$ cat src/rtl/audio_xbar_pkg.sv
package audio_xbar_pkg;

   localparam int SRC_W         = 5;
   localparam int SEL_W         = 4;
   localparam int LINK_BASE     = 16;
   localparam int REG_STRIDE    = 4;
   localparam int WORD_W        = 32;
   localparam logic [WORD_W-1:0] PORT_WORD_MASK = 32'hE000_001F;
   localparam logic [WORD_W-1:0] CTL_WORD_MASK  = 32'hFF00_000F;

   typedef struct packed {
      logic             master;
      logic             d1_tx;
      logic             d2_tx;
      logic [SRC_W-1:0] src;
   } port_cfg_t;

   typedef struct packed {
      logic [SEL_W-1:0] d2_sel;
      logic [SEL_W-1:0] d1_sel;
      logic [SEL_W-1:0] clk_sel;
   } ctl_cfg_t;

   function automatic logic [WORD_W-1:0] port_to_word(port_cfg_t c);
      logic [WORD_W-1:0] w;
      w        = '0;
      w[31]    = c.master;
      w[30]    = c.d1_tx;
      w[29]    = c.d2_tx;
      w[4:0]   = c.src;
      return w;
   endfunction

   function automatic port_cfg_t word_to_port(logic [WORD_W-1:0] w);
      port_cfg_t c;
      c.master = w[31];
      c.d1_tx  = w[30];
      c.d2_tx  = w[29];
      c.src    = w[4:0];
      return c;
   endfunction

   function automatic logic [WORD_W-1:0] ctl_to_word(ctl_cfg_t c);
      logic [WORD_W-1:0] w;
      w        = '0;
      w[31:28] = c.d2_sel;
      w[27:24] = c.d1_sel;
      w[3:0]   = c.clk_sel;
      return w;
   endfunction

   function automatic ctl_cfg_t word_to_ctl(logic [WORD_W-1:0] w);
      ctl_cfg_t c;
      c.d2_sel  = w[31:28];
      c.d1_sel  = w[27:24];
      c.clk_sel = w[3:0];
      return c;
   endfunction

endpackage

$ cat src/rtl/xbar_pick.sv
module xbar_pick #(
   parameter int N       = 3,
   parameter int SEL_W   = 5,
   parameter bit ONEHOT  = 1'b0
) (
   input  logic [N-1:0]     vec,
   input  logic [SEL_W-1:0] sel,
   output logic             bit_o
);

   localparam int IW = (N > 1) ? $clog2(N) : 1;

   if (N < 2)      $error("xbar_pick: N must be at least 2");
   if (SEL_W < IW) $error("xbar_pick: select too narrow for N");

   if (ONEHOT) begin : g_onehot
      logic [N-1:0] hit;
      always_comb begin
         for (int i = 0; i < N; i++) begin
            hit[i] = (sel == SEL_W'(i));
         end
         bit_o = |(vec & hit);
      end
   end else begin : g_index
      always_comb begin
         bit_o = 1'b0;
         if (int'(sel) < N) begin
            bit_o = vec[sel[IW-1:0]];
         end
      end
   end

endmodule

$ cat src/rtl/xbar_regfile.sv
module xbar_regfile
   import audio_xbar_pkg::*;
#(
   parameter int NUM_PORTS = 5,
   parameter int NUM_CTRL  = 3,
   parameter int ADDR_W    = 8,
   parameter int PORT_BASE = 'h00,
   parameter int CTRL_BASE = 'h40
) (
   input  logic                              clk,
   input  logic                              rst_n,
   input  logic                              bus_en,
   input  logic                              bus_we,
   input  logic [ADDR_W-1:0]                 bus_addr,
   input  logic [WORD_W-1:0]                 bus_wdata,
   output logic [WORD_W-1:0]                 bus_rdata,
   output logic                              bus_err,
   output port_cfg_t [NUM_PORTS-1:0]         port_cfg,
   output ctl_cfg_t  [NUM_CTRL-1:0]          ctl_cfg
);

   localparam int PORT_END = PORT_BASE + REG_STRIDE * NUM_PORTS;
   localparam int CTRL_END = CTRL_BASE + REG_STRIDE * NUM_CTRL;

   if (PORT_END > CTRL_BASE)   $error("xbar_regfile: port and controller windows overlap");
   if (CTRL_END > (1 << ADDR_W)) $error("xbar_regfile: controller window exceeds address space");

   logic [NUM_PORTS-1:0] hit_p;
   logic [NUM_CTRL-1:0]  hit_c;
   logic                 any_hit;
   logic [WORD_W-1:0]    rd_word;

   always_comb begin
      for (int i = 0; i < NUM_PORTS; i++) begin
         hit_p[i] = bus_en && (bus_addr == ADDR_W'(PORT_BASE + REG_STRIDE * i));
      end
      for (int j = 0; j < NUM_CTRL; j++) begin
         hit_c[j] = bus_en && (bus_addr == ADDR_W'(CTRL_BASE + REG_STRIDE * j));
      end
      any_hit = (|hit_p) || (|hit_c);
   end

   always_comb begin
      rd_word = '0;
      for (int i = 0; i < NUM_PORTS; i++) begin
         if (hit_p[i]) rd_word = port_to_word(port_cfg[i]);
      end
      for (int j = 0; j < NUM_CTRL; j++) begin
         if (hit_c[j]) rd_word = ctl_to_word(ctl_cfg[j]);
      end
   end

   always_ff @(posedge clk or negedge rst_n) begin
      if (!rst_n) begin
         port_cfg <= '0;
         ctl_cfg  <= '0;
      end else if (bus_we) begin
         for (int i = 0; i < NUM_PORTS; i++) begin
            if (hit_p[i]) port_cfg[i] <= word_to_port(bus_wdata);
         end
         for (int j = 0; j < NUM_CTRL; j++) begin
            if (hit_c[j]) ctl_cfg[j] <= word_to_ctl(bus_wdata);
         end
      end
   end

   always_ff @(posedge clk or negedge rst_n) begin
      if (!rst_n) begin
         bus_rdata <= '0;
         bus_err   <= 1'b0;
      end else begin
         bus_rdata <= (bus_en && !bus_we) ? rd_word : '0;
         bus_err   <= bus_en && !any_hit;
      end
   end

   // a rejected access leaves all registers untouched
   a_r10_bad_access_keeps: assert property (@(posedge clk) disable iff (!rst_n)
      (bus_en && !any_hit) |=> (port_cfg == $past(port_cfg) && ctl_cfg == $past(ctl_cfg)));

   // error pulse only follows a strobe, and carries zero data
   a_r10_err_follows_strobe: assert property (@(posedge clk) disable iff (!rst_n)
      bus_err |-> ($past(bus_en) && bus_rdata == '0));

   // error lasts one cycle unless a second bad strobe came
   a_r10_err_one_cycle: assert property (@(posedge clk) disable iff (!rst_n)
      (bus_err && !bus_en) |=> !bus_err);

   for (genvar i = 0; i < NUM_PORTS; i++) begin : g_wchk_p
      // a write lands in the addressed port register next cycle
      a_r11_port_write_lands: assert property (@(posedge clk) disable iff (!rst_n)
         (hit_p[i] && bus_we) |=> port_to_word(port_cfg[i]) == ($past(bus_wdata) & PORT_WORD_MASK));
   end

   for (genvar j = 0; j < NUM_CTRL; j++) begin : g_wchk_c
      // a write lands in the addressed controller register next cycle
      a_r11_ctl_write_lands: assert property (@(posedge clk) disable iff (!rst_n)
         (hit_c[j] && bus_we) |=> ctl_to_word(ctl_cfg[j]) == ($past(bus_wdata) & CTL_WORD_MASK));
   end

endmodule

$ cat src/rtl/xbar_port_route.sv
module xbar_port_route
   import audio_xbar_pkg::*;
#(
   parameter int NUM_PORTS  = 5,
   parameter int NUM_CTRL   = 3,
   parameter bit ONEHOT_MUX = 1'b0
) (
   input  port_cfg_t            cfg,
   input  logic [NUM_CTRL-1:0]  ctl_bclk,
   input  logic [NUM_CTRL-1:0]  ctl_fs,
   input  logic [NUM_CTRL-1:0]  ctl_d1,
   input  logic [NUM_CTRL-1:0]  ctl_d2,
   input  logic [NUM_PORTS-1:0] pad_bclk,
   input  logic [NUM_PORTS-1:0] pad_fs,
   input  logic [NUM_PORTS-1:0] pad_d1,
   input  logic [NUM_PORTS-1:0] pad_d2,
   output logic                 bclk_o,
   output logic                 fs_o,
   output logic                 d1_o,
   output logic                 d2_o,
   output logic                 clk_oe,
   output logic                 d1_oe,
   output logic                 d2_oe
);

   localparam int NSIG = 4;

   logic [NSIG-1:0][NUM_CTRL-1:0]  ctl_vec;
   logic [NSIG-1:0][NUM_PORTS-1:0] pad_vec;
   logic [NSIG-1:0]                from_ctl_bits;
   logic [NSIG-1:0]                from_pad_bits;
   logic [SRC_W-1:0]               pad_idx;
   logic                           is_ctl;
   logic                           is_link;

   assign ctl_vec = {ctl_bclk, ctl_fs, ctl_d1, ctl_d2};
   assign pad_vec = {pad_bclk, pad_fs, pad_d1, pad_d2};
   assign pad_idx = cfg.src - SRC_W'(LINK_BASE);

   always_comb begin
      is_ctl  = int'(cfg.src) < NUM_CTRL;
      is_link = (int'(cfg.src) >= LINK_BASE) && (int'(cfg.src) < LINK_BASE + NUM_PORTS);
   end

   for (genvar k = 0; k < NSIG; k++) begin : g_sig
      xbar_pick #(.N(NUM_CTRL), .SEL_W(SRC_W), .ONEHOT(ONEHOT_MUX)) u_ctl_pick (
         .vec   (ctl_vec[k]),
         .sel   (cfg.src),
         .bit_o (from_ctl_bits[k])
      );
      xbar_pick #(.N(NUM_PORTS), .SEL_W(SRC_W), .ONEHOT(ONEHOT_MUX)) u_pad_pick (
         .vec   (pad_vec[k]),
         .sel   (pad_idx),
         .bit_o (from_pad_bits[k])
      );
   end

   always_comb begin
      bclk_o = 1'b0;
      fs_o   = 1'b0;
      d1_o   = 1'b0;
      d2_o   = 1'b0;
      clk_oe = 1'b0;
      if (is_ctl) begin
         {bclk_o, fs_o, d1_o, d2_o} = from_ctl_bits;
         clk_oe = 1'b1;
      end else if (is_link) begin
         d1_o = from_pad_bits[1];
         d2_o = from_pad_bits[0];
         if (cfg.master) begin
            bclk_o = from_pad_bits[3];
            fs_o   = from_pad_bits[2];
            clk_oe = 1'b1;
         end
      end
      d1_oe = (is_ctl || is_link) && cfg.d1_tx;
      d2_oe = (is_ctl || is_link) && cfg.d2_tx;
   end

endmodule

$ cat src/rtl/xbar_ctl_route.sv
module xbar_ctl_route
   import audio_xbar_pkg::*;
#(
   parameter int NUM_PORTS  = 5,
   parameter bit ONEHOT_MUX = 1'b0
) (
   input  ctl_cfg_t             cfg,
   input  logic [NUM_PORTS-1:0] pad_bclk,
   input  logic [NUM_PORTS-1:0] pad_fs,
   input  logic [NUM_PORTS-1:0] pad_d1,
   input  logic [NUM_PORTS-1:0] pad_d2,
   output logic                 bclk_o,
   output logic                 fs_o,
   output logic                 d1_o,
   output logic                 d2_o
);

   localparam int NSIG = 4;

   logic [NSIG-1:0][NUM_PORTS-1:0] pad_vec;
   logic [NSIG-1:0][SEL_W-1:0]     sel_vec;
   logic [NSIG-1:0]                picked;

   assign pad_vec = {pad_bclk, pad_fs, pad_d1, pad_d2};
   assign sel_vec = {cfg.clk_sel, cfg.clk_sel, cfg.d1_sel, cfg.d2_sel};

   for (genvar k = 0; k < NSIG; k++) begin : g_sig
      xbar_pick #(.N(NUM_PORTS), .SEL_W(SEL_W), .ONEHOT(ONEHOT_MUX)) u_pick (
         .vec   (pad_vec[k]),
         .sel   (sel_vec[k]),
         .bit_o (picked[k])
      );
   end

   assign {bclk_o, fs_o, d1_o, d2_o} = picked;

endmodule

$ cat src/rtl/audio_route_xbar.sv
module audio_route_xbar
   import audio_xbar_pkg::*;
#(
   parameter int NUM_PORTS  = 5,
   parameter int NUM_CTRL   = 3,
   parameter int ADDR_W     = 8,
   parameter int PORT_BASE  = 'h00,
   parameter int CTRL_BASE  = 'h40,
   parameter bit ONEHOT_MUX = 1'b0
) (
   input  logic                 clk,
   input  logic                 rst_n,
   input  logic                 bus_en,
   input  logic                 bus_we,
   input  logic [ADDR_W-1:0]    bus_addr,
   input  logic [31:0]          bus_wdata,
   output logic [31:0]          bus_rdata,
   output logic                 bus_err,
   input  logic [NUM_CTRL-1:0]  ctl_bclk_i,
   input  logic [NUM_CTRL-1:0]  ctl_fs_i,
   input  logic [NUM_CTRL-1:0]  ctl_d1_i,
   input  logic [NUM_CTRL-1:0]  ctl_d2_i,
   output logic [NUM_CTRL-1:0]  ctl_bclk_o,
   output logic [NUM_CTRL-1:0]  ctl_fs_o,
   output logic [NUM_CTRL-1:0]  ctl_d1_o,
   output logic [NUM_CTRL-1:0]  ctl_d2_o,
   input  logic [NUM_PORTS-1:0] pad_bclk_i,
   input  logic [NUM_PORTS-1:0] pad_fs_i,
   input  logic [NUM_PORTS-1:0] pad_d1_i,
   input  logic [NUM_PORTS-1:0] pad_d2_i,
   output logic [NUM_PORTS-1:0] pad_bclk_o,
   output logic [NUM_PORTS-1:0] pad_fs_o,
   output logic [NUM_PORTS-1:0] pad_d1_o,
   output logic [NUM_PORTS-1:0] pad_d2_o,
   output logic [NUM_PORTS-1:0] pad_clk_oe,
   output logic [NUM_PORTS-1:0] pad_d1_oe,
   output logic [NUM_PORTS-1:0] pad_d2_oe
);

   if (NUM_PORTS < 2 || NUM_PORTS > (1 << SEL_W))
      $error("audio_route_xbar: NUM_PORTS out of range");
   if (NUM_CTRL < 2 || NUM_CTRL > LINK_BASE)
      $error("audio_route_xbar: NUM_CTRL out of range");
   if (LINK_BASE + NUM_PORTS > (1 << SRC_W))
      $error("audio_route_xbar: link codes exceed source field");

   port_cfg_t [NUM_PORTS-1:0] port_cfg;
   ctl_cfg_t  [NUM_CTRL-1:0]  ctl_cfg;

   xbar_regfile #(
      .NUM_PORTS (NUM_PORTS),
      .NUM_CTRL  (NUM_CTRL),
      .ADDR_W    (ADDR_W),
      .PORT_BASE (PORT_BASE),
      .CTRL_BASE (CTRL_BASE)
   ) u_regs (
      .clk       (clk),
      .rst_n     (rst_n),
      .bus_en    (bus_en),
      .bus_we    (bus_we),
      .bus_addr  (bus_addr),
      .bus_wdata (bus_wdata),
      .bus_rdata (bus_rdata),
      .bus_err   (bus_err),
      .port_cfg  (port_cfg),
      .ctl_cfg   (ctl_cfg)
   );

   for (genvar p = 0; p < NUM_PORTS; p++) begin : g_port
      xbar_port_route #(
         .NUM_PORTS  (NUM_PORTS),
         .NUM_CTRL   (NUM_CTRL),
         .ONEHOT_MUX (ONEHOT_MUX)
      ) u_route (
         .cfg      (port_cfg[p]),
         .ctl_bclk (ctl_bclk_i),
         .ctl_fs   (ctl_fs_i),
         .ctl_d1   (ctl_d1_i),
         .ctl_d2   (ctl_d2_i),
         .pad_bclk (pad_bclk_i),
         .pad_fs   (pad_fs_i),
         .pad_d1   (pad_d1_i),
         .pad_d2   (pad_d2_i),
         .bclk_o   (pad_bclk_o[p]),
         .fs_o     (pad_fs_o[p]),
         .d1_o     (pad_d1_o[p]),
         .d2_o     (pad_d2_o[p]),
         .clk_oe   (pad_clk_oe[p]),
         .d1_oe    (pad_d1_oe[p]),
         .d2_oe    (pad_d2_oe[p])
      );

      logic src_ctl;
      logic src_link;
      assign src_ctl  = int'(port_cfg[p].src) < NUM_CTRL;
      assign src_link = (int'(port_cfg[p].src) >= LINK_BASE) &&
                        (int'(port_cfg[p].src) < LINK_BASE + NUM_PORTS);

      // a controller-sourced port always drives its clocks
      a_r5_ctl_clk_oe: assert property (@(posedge clk) disable iff (!rst_n)
         src_ctl |-> pad_clk_oe[p]);

      // a slave in a link never drives clock or frame sync
      a_r6_slave_quiet: assert property (@(posedge clk) disable iff (!rst_n)
         (src_link && !port_cfg[p].master) |-> (!pad_clk_oe[p] && !pad_bclk_o[p] && !pad_fs_o[p]));

      // data enables follow the transmit bits on a defined source
      a_r7_dir_follow: assert property (@(posedge clk) disable iff (!rst_n)
         (src_ctl || src_link) |-> (pad_d1_oe[p] == port_cfg[p].d1_tx && pad_d2_oe[p] == port_cfg[p].d2_tx));

      // an undefined source code drives nothing
      a_r8_undefined_silent: assert property (@(posedge clk) disable iff (!rst_n)
         (!src_ctl && !src_link) |-> (!pad_clk_oe[p] && !pad_d1_oe[p] && !pad_d2_oe[p] &&
                                      !pad_bclk_o[p] && !pad_fs_o[p] && !pad_d1_o[p] && !pad_d2_o[p]));
   end

   for (genvar c = 0; c < NUM_CTRL; c++) begin : g_ctl
      xbar_ctl_route #(
         .NUM_PORTS  (NUM_PORTS),
         .ONEHOT_MUX (ONEHOT_MUX)
      ) u_route (
         .cfg      (ctl_cfg[c]),
         .pad_bclk (pad_bclk_i),
         .pad_fs   (pad_fs_i),
         .pad_d1   (pad_d1_i),
         .pad_d2   (pad_d2_i),
         .bclk_o   (ctl_bclk_o[c]),
         .fs_o     (ctl_fs_o[c]),
         .d1_o     (ctl_d1_o[c]),
         .d2_o     (ctl_d2_o[c])
      );

      // an out-of-range clock select feeds zero to the controller
      a_r8_ctl_sel_zero: assert property (@(posedge clk) disable iff (!rst_n)
         (int'(ctl_cfg[c].clk_sel) >= NUM_PORTS) |-> (!ctl_bclk_o[c] && !ctl_fs_o[c]));
   end

endmodule

$ cat config.mk
export PLATFORM = sky130hd
export DESIGN_NAME = audio_route_xbar
export DESIGN_NICKNAME = d
export VERILOG_FILES = /design/src/rtl/audio_xbar_pkg.sv /design/src/rtl/xbar_pick.sv /design/src/rtl/xbar_regfile.sv /design/src/rtl/xbar_port_route.sv /design/src/rtl/xbar_ctl_route.sv /design/src/rtl/audio_route_xbar.sv
export SDC_FILE = /design/constraint.sdc
export NUM_CORES = 1
export LEC_CHECK = 0
export ABC_AREA = 1
export ABC_CLOCK_PERIOD_IN_PS = 1900
export BUFFER_PORTS_ARGS = -buffer_cell sky130_fd_sc_hd__buf_2
export CORE_MARGIN = 8
export CORE_UTILIZATION = 45
export DETAILED_ROUTE_END_ITERATION = 10
export PLACE_DENSITY = 0.81
export SETUP_SLACK_MARGIN = 0.15
export SYNTH_ARGS = -nofsm -noshare
export SYNTH_HDL_FRONTEND = slang
export SYNTH_SLANG_ARGS = --single-unit
export TNS_END_PERCENT = 5
$ cat constraint.sdc
create_clock -name clk -period 1.9 [get_ports clk]
set_clock_uncertainty 0.1 [all_clocks]
set_input_delay 0.57 -clock clk [delete_from_list [all_inputs] [get_ports clk]]
set_output_delay 0.57 -clock clk [all_outputs]
set_load 0.1 [all_outputs]
==> flow_summary.toml <==
[outcome]
outcome = "finished, violations left"
violations = "negative setup slack"

[hold_path]
min_path_type = "primary input to asynchronous set/reset pin"

[die]
core-area_um2 = 15700
io_pins = 156
die_h_um = 142
placement_rows = 46
initial_core_util = 0.455
die_area_um2 = 20100
dieWidth_um = 142

[power]
ir_drop_mv = 0.457
internal_power_w = 0.00357
combPwrFrac = 0.343
p_per_area_nw_per_um2 = 558
switching_share = 0.385
p_clk_frac = 0.308
switchingPower_w = 0.00223
p_leak_nw = 5.03
p_seq_frac = 0.349

[setup_path]
cpMostUsedCell = "buf_4"
r2r-end = "u_regs.bus_rdata[0]$_DFF_PN0_"
path_class = "flop to output pin"
worstSetupStartpointType = "flop"
reg2regPathDepth = 8
worstSetupStartpoint = "u_regs.port_cfg[8]$_DFFE_PN0P_"
crit_path_end = "pad_d1_o[1]"
critical_path.top_delay_family = "buffers and inverters"
r2r-start = "u_regs.port_cfg[0]$_DFFE_PN0P_"
crit_path_cell_trace = "inv_2 > buf_4 > a21oi_1 > o21ai_0 > o21ai_1 > nand2_1 > o31ai_2 > buf_4 > buf_12"
cp.depth = 9
crit_slowest_cell = "dfrtp_2"
cp_max_fo = 10
critPathBufInv = 4
crit_path_end_kind = "output pin"
critPathArrivalTime_ns = 1.91
worstPathRequired_ns = 1.23
slowest_delay_ns = 0.46
rrSetupSlack_ns = 0.37

[global_routing]
grt.busiest_layer = "met2"
grt_pass1_vias = 8125
track_usage = 0.266
grtUsageMet1 = 0.324
antenna_found_initial = 0
use_met2 = 0.431
grt_pass1_wl_um = 42200
grt_max_degree = 40
grtUsageMet3 = 0.0578
grt_overflow = 0

[timing]
setup_violations = 47
hold_viol_final = 0
rsz0062_at_grt = "true"
whs_ns = 0.00590
fin_crit_ns = 2.58
period_share = 1.36
fin_ws_ns = -0.679
fin_setup_tns_ns = -25.61
final_max_slew_viol_count = 0
max_freq_mhz = 388

[layout]
mostFrequentLayoutCells = "nand2_1, buf_4, inv_1"
synthToLayoutAreaGrowth_pct = 45.7
n_antenna_cell = 0
num-nets-final = 1331
nFillCells = 1274
drive_gt1_frac = 0.418
layout_commonest_cell = "nand2_1"

[detailed_routing]
wire_per_inst_um = 18.5
routed_wl_um = 27300
dr.first_iter.drc_count = 792
post-route-drc-count = 0
via_per_inst = 5.58
via_count = 8236
ant_nets = 0
drt_first_pass_iters = 6

[cts]
clock-sinks = 90
numCtsBuffers = 9
hold_buffers = 0
clkTransAtPathRegs_ns = 0.08
htreeDepth = 3
clock_latency_ns = 0.36
cts_tree = "built"
cts_root_buffer = "clkbuf_16"
clk_path_buf_depth = 2

[synth]
ys_ff_latch = 90
yosysSeqAreaShare = 0.316
synth.distinct_cells = 50
synth_area_um2 = 7120
synthCells = 1014
yosysWarnings = 0
synth_area_per_cell_um2 = 7.02

[place]
port_buffers = 117
dp_slack_ns = -0.628
routabilityCongestion = 0.988
dp_hpwl_um = 20300

[flow_run]
cap_violations = 0
-- metal layers --
layer  part of all wire  vias to the layer above  wire, um
li1                   -                     3793         -
met1               0.39                     3791     10600
met2               0.46                      518     12600
met3              0.097                      134      2650
met4              0.054                        0      1480
met5                  0                        -         0
-- logic make-up (layout without fill, tap and decap cells) --
family | count (synthesis) | count (layout) | share of synthesized area
flops | 90 | 90 | 0.316
simple gates | 338 | 338 | 0.218
compound gates | 348 | 348 | 0.290
other cells | 1 | 19 | 0.000527
buf+inv | 237 | 465 | 0.175
-- power by group through the flow --
stage / clock (W) / combinational (W) / sequential (W)
3_3_place_gp: 0 / 0.00183 / 0.00205
5_1_grt: 0.00187 / 0.00208 / 0.00203
6_report: 0.00179 / 0.00199 / 0.00202
3_5_place_dp: 0 / 0.00185 / 0.00205
4_1_cts: 0.00178 / 0.00193 / 0.00202
2_1_floorplan: 0 / 0.00119 / 0.00204
-- synthesized netlist by cell type (all sizes together) --
cell     count  share of area
a22oi        4         0.0042
o31ai       10          0.011
o22ai        5         0.0061
o2111ai      2         0.0025
o41ai        2         0.0025
buf         86          0.094
o21bai       1         0.0011
o21ai      190           0.15
nand3       20          0.017
nand3b       1         0.0011
inv        135          0.072
conb         1        0.00053
nor3         6         0.0058
a41oi        2         0.0025
a211oi       1         0.0011
nor2        45          0.033
a2bb2oi      1         0.0012
a221oi       2         0.0025
clkinv       5         0.0039
o21a         7         0.0074
a21oi       93          0.066
o211ai      20          0.021
nand2      252           0.14
dfrtp       90           0.32
a31oi        8         0.0070
nor4         6         0.0097
nand4        6         0.0053
clkbuf      11         0.0060
or2          2         0.0018
-- state kept, by name (all words and copies together) (netlist names) --
name,cells
u_regs.ctl_cfg,36
u_regs.port_cfg,40
u_regs.bus_err,1
u_regs.bus_rdata,13
-- what timing repair did --
| action | in CTS | in global routing |
|---|---|---|
| pin swaps | 14 | 38 |
| setup buffers | 7 | 2 |
| resized for setup | 131 | 75 |
| setup endpoints to repair | 62 | 124 |
-- metrics by stage --
stage | power (W) | std cells | utilization | cell area, um^2
after global placement | 0.00388 | 1451 | 0.609 | 9540
after global routing | 0.00598 | 1476 | 0.663 | 10400
final | 0.00580 | 1476 | 0.663 | 10400
after CTS | 0.00573 | 1474 | 0.649 | 10200
after detailed placement | 0.00390 | 1451 | 0.609 | 9540
after floorplan | 0.00324 | 1032 | - | 7270
-- worst min path at each step --
stage                                      end  slack (ns)
3_3_place_gp   u_regs.port_cfg[13]$_DFFE_PN0P_        0.37
5_1_grt          u_regs.bus_rdata[0]$_DFF_PN0_        0.02
3_5_place_dp    u_regs.ctl_cfg[12]$_DFFE_PN0P_        0.39
6_report        u_regs.ctl_cfg[26]$_DFFE_PN0P_       0.006
4_1_cts          u_regs.bus_rdata[0]$_DFF_PN0_        0.01
2_1_floorplan         u_regs.bus_err$_DFF_PN0_        0.17
-- worst reg2reg max path, delay by kind of cell (launching register included) --
family | cells | cell delay, ns
compound gates | 2 | 0.30
simple gates | 4 | 0.38
buf+inv | 2 | 0.27
flops | 1 | 0.44
-- cell type report --
| type | count | area, um^2 | area share |
|---|---|---|---|
| tap | 216 | 270 | 0.0260 |
| clock buffer | 9 | 225 | 0.0217 |
| clock inverter | 7 | 66.3 | 0.00639 |
| inverter | 140 | 569 | 0.0548 |
| sequential | 90 | 2270 | 0.219 |
| timing repair buffer | 309 | 2980 | 0.287 |
| multi-input combinational | 705 | 4000 | 0.385 |
Note: power is estimated with default switching activity, not from simulation.
